$ cat config.mk
export PLATFORM = sky130hd
export DESIGN_NAME = cmd_method_decoder
export DESIGN_NICKNAME = d
export VERILOG_FILES = /design/src/rtl/cmdec_pkg.sv /design/src/rtl/cmdec_range_walk.sv /design/src/rtl/cmdec_state_file.sv /design/src/rtl/cmdec_err_capture.sv /design/src/rtl/cmd_method_decoder.sv
export SDC_FILE = /design/constraint.sdc
export NUM_CORES = 2
export LEC_CHECK = 0
export ABC_CLOCK_PERIOD_IN_PS = 10950
export BUFFER_PORTS_ARGS = -buffer_cell sky130_fd_sc_hd__buf_2
export CELL_PAD_IN_SITES_DETAIL_PLACEMENT = 2
export CELL_PAD_IN_SITES_GLOBAL_PLACEMENT = 2
export CORE_MARGIN = 2
export CORE_UTILIZATION = 35
export DETAILED_ROUTE_END_ITERATION = 6
export GPL_TIMING_DRIVEN = 0
export HOLD_SLACK_MARGIN = 0.03
export PLACE_DENSITY = 0.63
export SLEW_MARGIN = 20
export SYNTH_ARGS = -nofsm -noshare
export SYNTH_HDL_FRONTEND = slang
export SYNTH_SLANG_ARGS = --single-unit
$ cat constraint.sdc
create_clock -name clk -period 10.95 [get_ports clk]
set_input_delay 2.19 -clock clk [delete_from_list [all_inputs] [get_ports clk]]
set_output_delay 2.19 -clock clk [all_outputs]
set_load 0.005 [all_outputs]
$ cat src/rtl/cmdec_pkg.sv
package cmdec_pkg;
  localparam int IDX_W      = 11;
  localparam int DATA_W     = 32;
  localparam int CNT_W      = 5;
  localparam int NUM_RANGES = 7;
  localparam int RNG_W      = $clog2(NUM_RANGES + 1);
  localparam int NUM_SLOTS  = 29;
  localparam int SLOT_W     = $clog2(NUM_SLOTS);
  localparam int NUM_CMDS   = 4;
  localparam int CMD_W      = $clog2(NUM_CMDS);
  localparam int TILE_N     = 7;
  localparam int GROUP_N    = 14;
  localparam logic [1:0] CODE_UNKNOWN = 2'd1;
  localparam logic [1:0] CODE_BADBITS = 2'd3;

  typedef struct packed {
    logic [IDX_W-1:0]  start;
    logic [CNT_W-1:0]  count;
    logic              is_cmd;
    logic [SLOT_W-1:0] base;
  } range_t;

  typedef enum logic [1:0] {WALK_NEXT, WALK_HIT, WALK_MISS} walk_t;
  typedef enum logic [1:0] {PH_IDLE, PH_SEARCH, PH_HOLD} phase_t;

  // Ascending range table; base is a slot number or a command number.
  function automatic range_t range_entry(input logic [RNG_W-1:0] r);
    range_t e;
    case (r)
      3'd0: e = '{start: 11'h000, count: 5'd1,  is_cmd: 1'b0, base: 5'd0};
      3'd1: e = '{start: 11'h040, count: 5'd1,  is_cmd: 1'b1, base: 5'd0};
      3'd2: e = '{start: 11'h050, count: 5'd1,  is_cmd: 1'b1, base: 5'd1};
      3'd3: e = '{start: 11'h080, count: 5'd7,  is_cmd: 1'b0, base: 5'd1};
      3'd4: e = '{start: 11'h088, count: 5'd7,  is_cmd: 1'b0, base: 5'd8};
      3'd5: e = '{start: 11'h0C0, count: 5'd2,  is_cmd: 1'b1, base: 5'd2};
      3'd6: e = '{start: 11'h0C3, count: 5'd14, is_cmd: 1'b0, base: 5'd15};
      default: e = '{start: 11'h7FF, count: 5'd0, is_cmd: 1'b0, base: 5'd0};
    endcase
    return e;
  endfunction

  function automatic logic [DATA_W-1:0] tile_mask(input logic [2:0] k);
    logic [DATA_W-1:0] m;
    case (k)
      3'd0, 3'd4: m = 32'h0000_0FFF;
      3'd1, 3'd5: m = 32'h0007_FFFF;
      3'd2, 3'd6: m = 32'h0000_1FFF;
      3'd3:       m = 32'h0000_07FF;
      default:    m = '0;
    endcase
    return m;
  endfunction

  function automatic logic [DATA_W-1:0] group_mask(input logic [3:0] k);
    logic [DATA_W-1:0] m;
    case (k)
      4'd0, 4'd2, 4'd11: m = 32'h0000_00FF;
      4'd4, 4'd5:        m = 32'h0007_FFFF;
      4'd6:              m = 32'h0000_FFFF;
      4'd7:              m = 32'h0000_1FFF;
      4'd8:              m = 32'h0333_FFFF;
      4'd1, 4'd3, 4'd9, 4'd10, 4'd12, 4'd13: m = '1;
      default:           m = '0;
    endcase
    return m;
  endfunction

  function automatic logic [DATA_W-1:0] slot_mask(input logic [SLOT_W-1:0] s);
    logic [SLOT_W-1:0] rel;
    logic [DATA_W-1:0] m;
    if (s == '0) begin
      rel = '0;
      m   = '1;
    end else if (s <= SLOT_W'(TILE_N)) begin
      rel = s - SLOT_W'(1);
      m   = tile_mask(rel[2:0]);
    end else if (s <= SLOT_W'(2 * TILE_N)) begin
      rel = s - SLOT_W'(TILE_N + 1);
      m   = tile_mask(rel[2:0]);
    end else begin
      rel = s - SLOT_W'(2 * TILE_N + 1);
      m   = group_mask(rel[3:0]);
    end
    return m;
  endfunction

  function automatic logic [DATA_W-1:0] make_err_word(input logic [IDX_W-1:0] idx,
                                                      input logic [1:0] code);
    logic [DATA_W-1:0] w;
    w = '0;
    w[16 +: IDX_W] = idx;
    w[1:0] = code;
    return w;
  endfunction
endpackage

$ cat src/rtl/cmdec_range_walk.sv
module cmdec_range_walk
  import cmdec_pkg::*;
(
  input  logic              clk,
  input  logic              rst_n,
  input  logic              load,
  input  logic              step,
  input  logic [IDX_W-1:0]  idx,
  output walk_t             outcome,
  output logic [SLOT_W-1:0] pos,
  output logic              is_cmd
);
  logic [RNG_W-1:0] rng;
  range_t           ent;
  logic [IDX_W:0]   upper;
  logic [IDX_W-1:0] offs_unused_hi;

  always_ff @(posedge clk or negedge rst_n) begin
    if (!rst_n)    rng <= '0;
    else if (load) rng <= '0;
    else if (step) rng <= rng + RNG_W'(1);
  end

  always_comb begin
    ent            = range_entry(rng);
    upper          = {1'b0, ent.start} + {{(IDX_W + 1 - CNT_W){1'b0}}, ent.count};
    offs_unused_hi = idx - ent.start;
    pos            = ent.base + offs_unused_hi[SLOT_W-1:0];
    is_cmd         = ent.is_cmd;
    if (idx < ent.start)                     outcome = WALK_MISS;
    else if ({1'b0, idx} < upper)            outcome = WALK_HIT;
    else if (rng == RNG_W'(NUM_RANGES - 1))  outcome = WALK_MISS;
    else                                     outcome = WALK_NEXT;
  end
endmodule

$ cat src/rtl/cmdec_state_file.sv
module cmdec_state_file
  import cmdec_pkg::*;
(
  input  logic              clk,
  input  logic              rst_n,
  input  logic              we,
  input  logic [SLOT_W-1:0] wsel,
  input  logic [DATA_W-1:0] wdata,
  input  logic [SLOT_W-1:0] rsel,
  output logic [DATA_W-1:0] rdata
);
  logic [NUM_SLOTS*DATA_W-1:0] flat;

  for (genvar g = 0; g < NUM_SLOTS; g++) begin : g_slot
    logic [DATA_W-1:0] q;
    always_ff @(posedge clk or negedge rst_n) begin
      if (!rst_n)                          q <= '0;
      else if (we && wsel == SLOT_W'(g))   q <= wdata;
    end
    assign flat[g*DATA_W +: DATA_W] = q;
  end

  always_comb begin
    if (rsel < SLOT_W'(NUM_SLOTS)) rdata = flat[rsel*DATA_W +: DATA_W];
    else                           rdata = '0;
  end
endmodule

$ cat src/rtl/cmdec_err_capture.sv
module cmdec_err_capture
  import cmdec_pkg::*;
(
  input  logic              clk,
  input  logic              rst_n,
  input  logic              capture,
  input  logic [DATA_W-1:0] word_in,
  input  logic [DATA_W-1:0] data_in,
  input  logic              ack,
  output logic              irq,
  output logic              released,
  output logic [DATA_W-1:0] word_q,
  output logic [DATA_W-1:0] data_q
);
  assign released = irq && ack;

  always_ff @(posedge clk or negedge rst_n) begin
    if (!rst_n) begin
      irq    <= 1'b0;
      word_q <= '0;
      data_q <= '0;
    end else if (capture) begin
      irq    <= 1'b1;
      word_q <= word_in;
      data_q <= data_in;
    end else if (released) begin
      irq    <= 1'b0;
    end
  end
endmodule

$ cat src/rtl/cmd_method_decoder.sv
module cmd_method_decoder
  import cmdec_pkg::*;
#(
  parameter int METHOD_W = 32
) (
  input  logic                clk,
  input  logic                rst_n,
  input  logic                in_valid,
  output logic                in_ready,
  input  logic [METHOD_W-1:0] in_method,
  input  logic [DATA_W-1:0]   in_data,
  output logic                cmd_strobe,
  output logic [CMD_W-1:0]    cmd_sel,
  output logic [DATA_W-1:0]   cmd_data,
  output logic                done,
  input  logic [SLOT_W-1:0]   rd_sel,
  output logic [DATA_W-1:0]   rd_data,
  output logic [DATA_W-1:0]   err_word,
  output logic [DATA_W-1:0]   err_data,
  output logic                host_irq,
  input  logic                host_ack
);
  phase_t            phase, phase_nx;
  logic [IDX_W-1:0]  cap_idx;
  logic [DATA_W-1:0] cap_data;
  logic              accept, searching;
  walk_t             outcome;
  logic [SLOT_W-1:0] pos;
  logic              is_cmd;
  logic [DATA_W-1:0] allow;
  logic              bad_bits, found, miss_ev;
  logic              err_fire, st_we, cmd_fire, released;
  logic [1:0]        err_code;
  logic              unused_hi;

  assign unused_hi = ^in_method[METHOD_W-1:IDX_W];

  assign in_ready  = (phase == PH_IDLE);
  assign accept    = in_valid && in_ready;
  assign searching = (phase == PH_SEARCH);

  always_ff @(posedge clk or negedge rst_n) begin
    if (!rst_n) begin
      cap_idx  <= '0;
      cap_data <= '0;
    end else if (accept) begin
      cap_idx  <= in_method[IDX_W-1:0];
      cap_data <= in_data;
    end
  end

  cmdec_range_walk u_walk (
    .clk     (clk),
    .rst_n   (rst_n),
    .load    (accept),
    .step    (searching && outcome == WALK_NEXT),
    .idx     (cap_idx),
    .outcome (outcome),
    .pos     (pos),
    .is_cmd  (is_cmd)
  );

  always_comb begin
    allow    = is_cmd ? {DATA_W{1'b1}} : slot_mask(pos);
    bad_bits = |(cap_data & ~allow);
    found    = searching && outcome == WALK_HIT;
    miss_ev  = searching && outcome == WALK_MISS;
    err_fire = miss_ev || (found && bad_bits);
    err_code = miss_ev ? CODE_UNKNOWN : CODE_BADBITS;
    st_we    = found && !bad_bits && !is_cmd;
    cmd_fire = found && !bad_bits && is_cmd;
  end

  cmdec_state_file u_state (
    .clk   (clk),
    .rst_n (rst_n),
    .we    (st_we),
    .wsel  (pos),
    .wdata (cap_data),
    .rsel  (rd_sel),
    .rdata (rd_data)
  );

  cmdec_err_capture u_err (
    .clk      (clk),
    .rst_n    (rst_n),
    .capture  (err_fire),
    .word_in  (make_err_word(cap_idx, err_code)),
    .data_in  (cap_data),
    .ack      (host_ack),
    .irq      (host_irq),
    .released (released),
    .word_q   (err_word),
    .data_q   (err_data)
  );

  always_comb begin
    phase_nx = phase;
    case (phase)
      PH_IDLE:   if (accept) phase_nx = PH_SEARCH;
      PH_SEARCH: begin
        if (err_fire)               phase_nx = PH_HOLD;
        else if (st_we || cmd_fire) phase_nx = PH_IDLE;
      end
      PH_HOLD:   if (released) phase_nx = PH_IDLE;
      default:   phase_nx = PH_IDLE;
    endcase
  end

  always_ff @(posedge clk or negedge rst_n) begin
    if (!rst_n) begin
      phase      <= PH_IDLE;
      done       <= 1'b0;
      cmd_strobe <= 1'b0;
      cmd_sel    <= '0;
      cmd_data   <= '0;
    end else begin
      phase      <= phase_nx;
      done       <= st_we || cmd_fire || (phase == PH_HOLD && released);
      cmd_strobe <= cmd_fire;
      if (cmd_fire) begin
        cmd_sel  <= pos[CMD_W-1:0];
        cmd_data <= cap_data;
      end
    end
  end
endmodule

Word level (Yosys, flattened, before mapping) --
Memories as Yosys holds them, arrays and structs flattened. Index checks and enable logic that the tools add are counted.
Word-level totals: flip-flop bits (word level) 1058, ROM bits 512, input bits 73, output and inout bits 134, word-level logic and storage cells 190, memories kept 1
Operators by class: add/sub/neg operators 7, magnitude comparators 5, eq/ne operators 53, shift-type cells 1, multiplexer cells 21, bitwise logic cells 2, reduce and logical (&&, ||, !) cells 60
Memory list:
- (name not given) | words 16, width 32, rd ports 1, clocked after memory_dff 0, write ports 0, line cmdec_pkg.sv:56 | case (k)
Operators by type and width (count):
- 928-bit by 11-bit variable part select with 32-bit output | 1
- 32-bit two-way mux | 5
- 22-bit one-hot mux with 7 select lines | 1
- 19-bit one-hot mux with 4 select lines | 2
- 5-bit equality test (second input constant) | 13
- 5-bit by 4-bit equality test with 1-bit output (second input constant) | 8
- 1-bit logical AND | 39
- 32-bit AND | 1
- 32-bit inverter | 1
- 32-bit OR reduction | 1
- 3-bit equality test (second input constant) | 9
- 5-bit by 3-bit equality test with 1-bit output (second input constant) | 4
- 3-bit by 2-bit equality test with 1-bit output (second input constant) | 6
- 2-bit two-way mux | 8
- 11-bit by 5-bit adder with 12-bit output | 1
- 11-bit by 12-bit less-than comparator with 1-bit output | 1
- 2-bit OR reduction | 6
- 11-bit less-than comparator | 1
- 5-bit by 2-bit equality test with 1-bit output (second input constant) | 2
- 3-bit by 1-bit equality test with 1-bit output (second input constant) | 3
- 3-bit logical NOT | 3
- 3-bit two-way mux | 2
- 2-bit one-hot mux with 3 select lines | 1
- 3-bit by 1-bit subtractor with 3-bit output (second input constant) | 2
- 20 further kinds | 28

Longest topological paths before layout --
depth in word-level cells 22, mapped depth 24, mapped depth without buffers 20

Hierarchy --
A second synthesis with hierarchy kept.
Second synthesis, totals: cells, all modules 3424, area total of the unflattened synthesis 49860.3 um^2
By module, submodules not included:
- cmdec_state_file | times used 1, cells each 2841, area each 42229.3 um^2, sequential area each 23222.3 um^2
- cmd_method_decoder | times used 1, cells each 295, area each 3797.4 um^2, sequential area each 2026.9 um^2
- cmdec_err_capture | times used 1, cells each 139, area each 2621.3 um^2, sequential area each 1626.6 um^2
- cmdec_range_walk | times used 1, cells each 149, area each 1212.4 um^2, sequential area each 75.1 um^2

Least setup slack after synthesis --
Ideal clock, no wire load.
path type input-to-output, start point in rd_sel[0], end point out rd_data[0], arrival time 4.695 ns, slack 4.065 ns, cell stages on the path 10, buffers on the path 4, path through clkbuf_1 -> buf_1 -> clkbuf_1 -> clkbuf_1 -> mux2i_1 -> o21ai_0 -> nand2_1 -> nand2_1 -> o221ai_1 -> o21ai_0
On the way: longest elaborated chain between the ends 2
Ends and longest elaborated chain:
- start, declared | line cmd_method_decoder.sv:16 | input logic [SLOT_W-1:0] rd_sel,
- 928-bit by 11-bit variable part select with 32-bit output / 5-bit less-than comparator (equally long branches) | line cmdec_state_file.sv:24 | if (rsel < SLOT_W'(NUM_SLOTS)) rdata = flat[rsel*DATA_W +: DATA_W];
- 32-bit two-way mux * | line cmdec_state_file.sv:24
- end, declared | line cmd_method_decoder.sv:17 | output logic [DATA_W-1:0] rd_data,
Every way passes the cells marked *; elsewhere a longest branch is shown, timed or not.

Final worst setup path --
start point in rd_sel[2], end point out rd_data[12]
Same word-level chain as after synthesis.

==> flow_summary.ini <==
[timing]
timing.final.hold_violations = 0
finClkSkew_ns = 0.0317
finalCritPeriodShare_pct = 88.0
fmaxAchievable_mhz = 104
setup_viol_count_final = 0
maxSlewHeadroom_pct = 8.66
rsz0062_at_grt = false
fin_setup_tns_ns = 0
final.min_clock_period_ns = 9.64
maxSlewViolCount = 0
worst_slew_pin_slew_ns = 1.36

[synthesis]
synth_area_sq_um = 49300
avgSynthCellArea_sq_um = 13.9
syn_inst = 3536
yosys_register_bits = 1058
async_flop_share_pct = 100
yosys_warnings = 0
ys_types = 66
synth-edff-count = 0
ys_seq_area_share_pct = 53.7
synthFlopType = dfrtp_1

[route]
dr.pass1.iters = 5
ant_nets = 0
drt_iter0_markers = 2048
post_drt_wl_per_cell_um = 32.5
routed_wl_um = 190000
avgViaCountPerCell = 5.47
vias = 31900
drc = 0

[clocking]
post_cts_resized = 0
cts_sinks = 1058
clk_latency_ns = 0.77
cts_setup_buffers = 0
cts_htree_levels = 4
clockBufferDepth = 3
cts_buffers = 131
cts-root-buf = clkbuf_16
holdBufCountCts = 0
cts_tree = yes
path_clk_slew_ns = 0.05

[setup_path]
cp_slowest_stage_delay_ns = 1.14
cp_common_cell = clkbuf_1
critical_path_buf_inv_count = 5
path_delay_family = buffers and inverters
end_kind = primary output
cp.required_ns = 8.76
path_max_fanout = 10
worstSetupPathType = primary input to primary output
cp.arrival_ns = 7.45
cp_cell_sequence = clkbuf_1 -> nand2_1 -> clkbuf_1 -> clkbuf_1 -> clkbuf_1 -> o22ai_1 -> o311ai_0 -> o31ai_1 -> buf_2
crit_slowest_cell = o311ai_0
cp-start-kind = primary input

[die]
start_util_pct = 35.3
fp.coreArea_sq_um = 140000
die_y_um = 379
ios = 207
die_area_sq_um = 144000
die_w_um = 379
num_rows = 137

[power]
vdd_ir_drop_max_v = 0.000319
power.share.clock_pct = 29.7
combPwrFrac_pct = 37.8
seqPwrFrac_pct = 32.5
switching_power_w = 0.00595
p_leak_nw = 28.2
intPower_w = 0.00862
power_per_cell_area_nw_per_um2 = 255
power_w = 0.0146
switching_share_pct = 40.9

[global_route]
grt_pass1_wl_um = 271000
gr-total-overflow = 0
grt_max_degree = 130
antenna_found_initial = 32
grt_pass1_vias = 35100
track_usage_pct = 26.8

[layout]
drive_above_1_share_pct = 38.9
area_delta_synth_final_pct = 16.1
nets = 3983
layout_commonest_cell = dfrtp_1
layout_common_cells = 1058 x dfrtp_1, 675 x mux2_2, 235 x buf_2

[min_path]
hp-class = flip-flop to flip-flop

[place]
gp_congestion = 0.877
post-dp-hpwl_um = 137000
io_buffers = 162

[job]
maxCapViolCount = 0

[run_status]
status = finished clean
## routing by layer
layer	vias up	routed length, um	track usage, %	share of wire, %
met5	-	66	0	0.035
met4	10	8440	11.0	4.4
met1	17500	84900	36.3	45
met3	300	8590	4.78	4.5
met2	773	87800	42.2	46
li1	13300	-	-	-
## kinds of logic after synthesis
logic type               after synthesis  synth area share [%]
multiplexers                        1228                  31.8
flip-flops                          1058                  53.7
AND/OR/NAND/NOR                      569                  6.01
buffers and inverters                340                  3.23
AO/OA/AOI/OAI                        286                  3.87
adder cells (fa/ha/maj)               43                  1.14
XOR/XNOR                              11                 0.226
other                                  1               0.00760
## final timing paths
check | from | to | slack [ns] | cells past startpoint
max in group asynchronous | rst_n | u_state.g_slot[16].q[10] | 7.50 | 4
worst max register to register | u_walk.rng[0] | u_state.g_slot[15].q[25] | 2.85 | 20
worst min-delay path | u_err.word_q[0] | u_err.word_q[0] | 0.47 | 1
worst min register to register | u_err.word_q[0] | u_err.word_q[0] | 0.47 | 1
min in group asynchronous | rst_n | u_state.g_slot[1].q[25] | 1.26 | 1
worst max-delay path | rd_sel[2] | rd_data[12] | 1.31 | 9
## synthesized netlist by cell type, drive strengths merged (3+ instances only)
cell type  count  area, sq um
o22ai         38          238
nand2b        18          113
mux4         128         2880
o221ai        61          534
fa             3         60.1
mux2i        197         1970
or2            5         31.3
xnor2          7         68.8
a211oi         5         42.5
a21boi         4         30.0
nor4          17          258
o21ai         95          479
ha            40          500
a21o           7         52.6
mux2         903        10800
inv           21         81.3
a31oi          4         25.0
clkbuf       186          698
buf          133          816
nand2        184          696
nor2b        160         1000
nand3         25          125
a2111o         3         33.8
o31ai          6         45.0
or4            5         37.5
a21oi         33          165
and2           4         25.0
nor2         124          468
o311ai        17          149
dfrtp       1058        26500
nor3          19          146
xor2           4         42.6
or3            3         23.8
## stage by stage
step	std cells	util (%)	hold WS (ns)	cell area, sq um	setup slack [ns]
after detailed placement	5608	37.9	0.458	53000	1.31
final	5842	41.0	0.467	57200	1.31
after CTS	5837	40.9	0.470	57200	1.33
after global routing	5840	41.0	0.497	57200	1.52
after floorplan	3554	-	0.445	49400	4.06
after global placement	5592	37.6	0.454	52500	-17.15
## flip-flops by register name (all words and copies together) (netlist names)
register	cells
cmd_sel	2
u_err.data_q	32
u_err.word_q	13
u_state.g_slot.q	928
cap_data	32
u_err.irq	1
cmd_data	32
done	1
phase	2
u_walk.rng	3
cap_idx	11
cmd_strobe	1
## area by class of cell
cell class,count,area (sq um)
Fill cell,13900,82500
Timing Repair Buffer,180,1180
Antenna cell,3,7.51
Sequential cell,1058,26500
Clock inverter,36,377
Multi-Input combinational cell,2156,21400
Tap cell,1876,2350
Buffer,319,1560
Clock buffer,193,3860
Inverter,21,81.3
## worst reg2reg max path, cell delays in order, from the launching register on
cell	delay, ns
dfrtp_1	0.46
inv_1	0.10
ha_1	0.22
clkbuf_1	0.21
nor3_1	0.55
nand2_1	0.36
fa_1	0.51
ha_1	0.35
xor2_2	0.56
inv_4	0.20
ha_1	0.48
mux2i_1	0.52
a21oi_1	0.13
mux2_2	0.28
o21ai_1	0.17
o311ai_1	0.14
a211oi_2	0.32
nand2_2	0.31
nor4_2	1.03
clkbuf_1	0.65
mux2_2	0.41
## power groups by stage
stage / registers [W] / clock network, W / logic [W]
floorplan: 0.00460 / 0 / 0.00332
global placement: 0.00480 / 0 / 0.00527
detailed placement: 0.00481 / 0 / 0.00543
CTS: 0.00475 / 0.00443 / 0.00546
global route: 0.00479 / 0.00457 / 0.00584
finish: 0.00474 / 0.00433 / 0.00550
No activity file was read; power rests on OpenSTA's default activity.
